<file path="config.mk">
export PLATFORM = sky130hd
export DESIGN_NAME = csel_port
export DESIGN_NICKNAME = d
export VERILOG_FILES = /design/src/rtl/csel_pkg.sv /design/src/rtl/csel_sync.sv /design/src/rtl/csel_regs.sv /design/src/rtl/csel_merge.sv /design/src/rtl/csel_port.sv
export SDC_FILE = /design/constraint.sdc
export NUM_CORES = 1
export LEC_CHECK = 0
export ABC_AREA = 1
export ABC_CLOCK_PERIOD_IN_PS = 1960
export BUFFER_PORTS_ARGS = -buffer_cell sky130_fd_sc_hd__buf_2
export CORE_UTILIZATION = 50
export CTS_BUF_LIST = sky130_fd_sc_hd__clkbuf_4
export DETAILED_ROUTE_END_ITERATION = 16
export PLACE_DENSITY = 0.85
export SLEW_MARGIN = 10
export SYNTH_ARGS = -nofsm -noshare
export SYNTH_HDL_FRONTEND = slang
export SYNTH_SLANG_ARGS = --single-unit
export TNS_END_PERCENT = 50
</file>
<file path="constraint.sdc">
create_clock -name clk -period 1.96 [get_ports clk]
set_input_delay 0.49 -clock clk [delete_from_list [all_inputs] [get_ports clk]]
set_output_delay 0.49 -clock clk [all_outputs]
set_load 0.03 [all_outputs]
</file>
<file path="src/rtl/csel_pkg.sv">
package csel_pkg;

   // Level driven onto a pad: outputs carry the wired-AND of the software
   // level and the engine request, inputs idle at 1.
   function automatic logic pin_level(input logic is_out,
                                      input logic sw_lvl,
                                      input logic req_n);
      return is_out ? (sw_lvl & req_n) : 1'b1;
   endfunction

   // Value seen by the host for one bit of the port register.
   function automatic logic pin_readback(input logic is_out,
                                         input logic synced);
      return is_out ? 1'b1 : synced;
   endfunction

endpackage

</file>
<file path="src/rtl/csel_sync.sv">
module csel_sync #(
   parameter int WIDTH  = 8,
   parameter int STAGES = 2
) (
   input  logic             clk,
   input  logic             rst_n,
   input  logic [WIDTH-1:0] d,
   output logic [WIDTH-1:0] q
);

   logic [WIDTH-1:0] stage_q [STAGES];

   for (genvar s = 0; s < STAGES; s++) begin : g_stage
      if (s == 0) begin : g_first
         always_ff @(posedge clk or negedge rst_n) begin
            if (!rst_n) stage_q[s] <= '0;
            else        stage_q[s] <= d;
         end
      end else begin : g_next
         always_ff @(posedge clk or negedge rst_n) begin
            if (!rst_n) stage_q[s] <= '0;
            else        stage_q[s] <= stage_q[s-1];
         end
      end
   end

   assign q = stage_q[STAGES-1];

endmodule

</file>
<file path="src/rtl/csel_regs.sv">
module csel_regs #(
   parameter int               WIDTH     = 8,
   parameter logic [WIDTH-1:0] LAT_RESET = '1
) (
   input  logic             clk,
   input  logic             rst_n,
   input  logic             wr_dir,
   input  logic             wr_lat,
   input  logic [WIDTH-1:0] wdata,
   output logic [WIDTH-1:0] dir_q,
   output logic [WIDTH-1:0] lat_q
);

   always_ff @(posedge clk or negedge rst_n) begin
      if (!rst_n)      dir_q <= '0;
      else if (wr_dir) dir_q <= wdata;
   end

   // Masked by the direction held at this edge: input bits keep their level.
   always_ff @(posedge clk or negedge rst_n) begin
      if (!rst_n)      lat_q <= LAT_RESET;
      else if (wr_lat) lat_q <= (lat_q & ~dir_q) | (wdata & dir_q);
   end

endmodule

</file>
<file path="src/rtl/csel_merge.sv">
module csel_merge
   import csel_pkg::*;
#(
   parameter int WIDTH = 8
) (
   input  logic [WIDTH-1:0] dir_q,
   input  logic [WIDTH-1:0] lat_q,
   input  logic [WIDTH-1:0] req_n,
   input  logic [WIDTH-1:0] synced,
   output logic [WIDTH-1:0] pad_o,
   output logic [WIDTH-1:0] pad_oe,
   output logic [WIDTH-1:0] rd_port
);

   for (genvar i = 0; i < WIDTH; i++) begin : g_pin
      assign pad_oe[i]  = dir_q[i];
      assign pad_o[i]   = pin_level(dir_q[i], lat_q[i], req_n[i]);
      assign rd_port[i] = pin_readback(dir_q[i], synced[i]);
   end

endmodule

</file>
<file path="src/rtl/csel_port.sv">
module csel_port #(
   parameter int                NPINS       = 8,
   parameter int                SYNC_STAGES = 2,
   parameter logic [NPINS-1:0]  LAT_RESET   = '1
) (
   input  logic             clk,
   input  logic             rst_n,
   input  logic             wr_dir,
   input  logic             wr_lat,
   input  logic [NPINS-1:0] wdata,
   output logic [NPINS-1:0] rd_dir,
   output logic [NPINS-1:0] rd_port,
   input  logic [NPINS-1:0] hw_req_n,
   input  logic [NPINS-1:0] pad_i,
   output logic [NPINS-1:0] pad_o,
   output logic [NPINS-1:0] pad_oe
);

   if (NPINS < 1 || NPINS > 64) begin : g_bad_width
      $error("csel_port: NPINS must lie in 1..64");
   end
   if (SYNC_STAGES < 2) begin : g_bad_sync
      $error("csel_port: SYNC_STAGES must be at least 2");
   end

   logic [NPINS-1:0] dir_q;
   logic [NPINS-1:0] lat_q;
   logic [NPINS-1:0] synced;

   csel_regs #(.WIDTH(NPINS), .LAT_RESET(LAT_RESET)) u_regs (
      .clk    (clk),
      .rst_n  (rst_n),
      .wr_dir (wr_dir),
      .wr_lat (wr_lat),
      .wdata  (wdata),
      .dir_q  (dir_q),
      .lat_q  (lat_q)
   );

   csel_sync #(.WIDTH(NPINS), .STAGES(SYNC_STAGES)) u_sync (
      .clk   (clk),
      .rst_n (rst_n),
      .d     (pad_i),
      .q     (synced)
   );

   csel_merge #(.WIDTH(NPINS)) u_merge (
      .dir_q   (dir_q),
      .lat_q   (lat_q),
      .req_n   (hw_req_n),
      .synced  (synced),
      .pad_o   (pad_o),
      .pad_oe  (pad_oe),
      .rd_port (rd_port)
   );

   assign rd_dir = dir_q;

endmodule

</file>
==> impl_metrics.tcl <==
set metrics [dict create \
    skew_ns 0.00863 \
    placed_cells_incl_taps 199 \
    multi_input_area_um2 335 \
    min_path_type "input port to async pin" \
    wire_per_inst_um 11.7 \
    drc 0 \
    grt_max_degree 33 \
    ys_seq_elements 32 \
    start_util_pct 55.2 \
    hold_viol_final 0 \
    drt_iter0_markers 20 \
    fin_crit_sh_pct 89.9 \
    core_um2 2320 \
    cts_tree "done" \
    place.gp.congestion 0.739 \
    port_buffers 59 \
    cts_max_level 2 \
    grt.total_usage_pct 20.8 \
    tightestPinTransition_ns 0.667 \
    dieArea_um2 2760 \
    clk_path_buf_depth 2 \
    via_count 961 \
    relSlewSlack_pct 55.6 \
    crit_required_ns 1.47 \
    fin_crit_ns 1.76 \
    rsz0062_at_grt "false" \
    pin_count 60 \
    netlist.area_leader.share_pct 47.0 \
    vias_per_cell 4.64 \
    crit_path_start_kind "register" \
    intPower_w 0.000971 \
    grt_pass1_vias 895 \
    routed_wl_um 2420 \
    nets 206 \
    ctsHoldBuffers 0 \
    antenna_found_initial 0 \
    rr_worst_depth 2 \
    layout-drive-gt1-share_pct 49.2 \
    setup_tns_ns 0 \
    clk_pin_slew_ns 0.10 \
    synth_area_leaders "dfrtp_1 47%, dfstp_2 16%, nand2_1 14%, buf_4 4.7%, or2_2 3.9%" \
    fill_cells 196 \
    crit_type "register to primary output" \
    cts_inserted_buffers 5 \
    avgSynthCellArea_um2 10.4 \
    cts_resized 0 \
    dpl_worst_slack_ns 0.550 \
    ff_latch_area_um2 811 \
    power_leakage_nw 0.832 \
    crit_chain "or2_2, buf_2" \
    drv_slew 0 \
    worst_path_max_delay_cell "dfrtp_1" \
    yosys.area.top_type "dfrtp_1" \
    cts_setup_buffers 0 \
    finalSetupViolCount 0 \
    netlist_area_um2 1280 \
    worst_ep_arrival_time_ns 1.27 \
    antenna_left 0 \
    hpwl_um 1760 \
    synthesis.nets 151 \
    outcome "completed" \
    power.switching_w 0.000478 \
    end_kind "primary output" \
    p_per_area_nw_per_um2 930 \
    die_w_um 52.6 \
    syn2layout_area_growth_pct 21.8 \
    ys_async_sr_fraction_pct 100 \
    antenna_cells 0 \
    layout.cells.non_filler 207 \
    grt_remaining_overflow 0 \
    fmax_mhz 567 \
    clockPowerShare_pct 23.8 \
    ys_seq_area_share_pct 63.4 \
    p_comb_share_pct 21.9 \
    post-route-cell-area_um2 1560 \
    pwr-share-seq_pct 54.3 \
    die_y_um 52.6 \
    placed_area_um2 1510 \
    grt_pass1_wl_um 3830 \
    cap_viol_max_count 0 \
    peakVddDrop_mv 0.755 \
    worstPathMaxFanout 7 \
    synthDistinctLibCells 12 \
    synth_ff_type "dfrtp_1" \
    clock-sinks 32 \
    max_stage_delay_ns 0.46 \
    first_pass_iters 4 \
    synth_cells 123 \
    yosys.cell_count.top_type "nand2_1" \
    synth_edf_count 0 \
    yosys_warnings 0 \
    swShare_pct 33.0 \
    root_buffer "clkbuf_4" \
    core.rowCount 17 \
    synthTopCellsByCount "46 x nand2_1, 24 x dfrtp_1" \
    finalWorstSetupSlack_ns 0.197 \
    clock_latency_ns 0.32 \
]
-- layout make-up --
cell class	count	share of cell area [%]
sequential	32	52.0
timing repair buffer	59	19.0
inverter	8	1.93
clock buffer	5	2.41
clock inverter	3	0.884
tap	28	2.25
multi-input combinational	72	21.5
-- stage by stage --
stage          power, W  util [%]  hold slack (ns)
2_1_floorplan   0.00103         -            0.194
3_3_place_gp    0.00110      65.0            0.333
3_5_place_dp    0.00112      65.0            0.335
4_1_cts         0.00147      67.2            0.199
5_1_grt         0.00153      67.2            0.214
6_report        0.00145      67.2            0.194
-- final timing paths --
check                                   start                 end  slack (ns)
min                                     rst_n         u_sync.q[1]        0.19
min reg2reg                u_sync.stage_q[12]         u_sync.q[4]        0.34
min in group clk                     pad_i[5]  u_sync.stage_q[13]        0.27
max                           u_regs.dir_q[4]          rd_port[4]        0.20
max reg2reg                   u_regs.dir_q[1]     u_regs.dir_q[1]        1.15
max in group asynchronous               rst_n     u_regs.dir_q[4]        1.33
-- logic make-up (layout without fill, tap and decap cells) --
family | count (synthesis) | count (layout) | synth area share, %
AO/OA/AOI/OAI | 8 | 8 | 3.13
buffers and inverters | 19 | 75 | 10.4
flip-flops | 32 | 32 | 63.4
AND/OR/NAND/NOR | 64 | 64 | 23.1
-- placed cells by master, fill, tap and decap left out --
cell / n
o21ai_0: 8
dfrtp_1: 24
clkinv_1: 1
nand2_2: 2
nand2_1: 46
clkbuf_4: 5
clkinv_2: 2
dfstp_2: 8
or2_2: 8
buf_2: 59
nand3_1: 4
inv_1: 8
nand3_2: 4
-- worst max-delay path: cells and delay by family (launching register included) --
family | cells | cell delay (ns)
buf+inv | 1 | 0.18
flops | 1 | 0.46
simple gates | 1 | 0.32
-- metal layers --
layer,global-route usage (%),wire (µm),up-vias
met5,0,0,-
met1,22.3,981,455
met2,34.6,1320,26
met4,9.21,16,0
met3,9.57,97,2
li1,-,-,478
-- power by group through the flow --
stage | Combinational, W | Sequential (W) | Clock (W)
after floorplan | 0.000206 | 0.000820 | 0
final | 0.000317 | 0.000787 | 0.000345
after global routing | 0.000346 | 0.000797 | 0.000391
after detailed placement | 0.000320 | 0.000799 | 0
after CTS | 0.000321 | 0.000787 | 0.000361
after global placement | 0.000313 | 0.000792 | 0
Note: power is estimated with default switching activity, not from simulation.
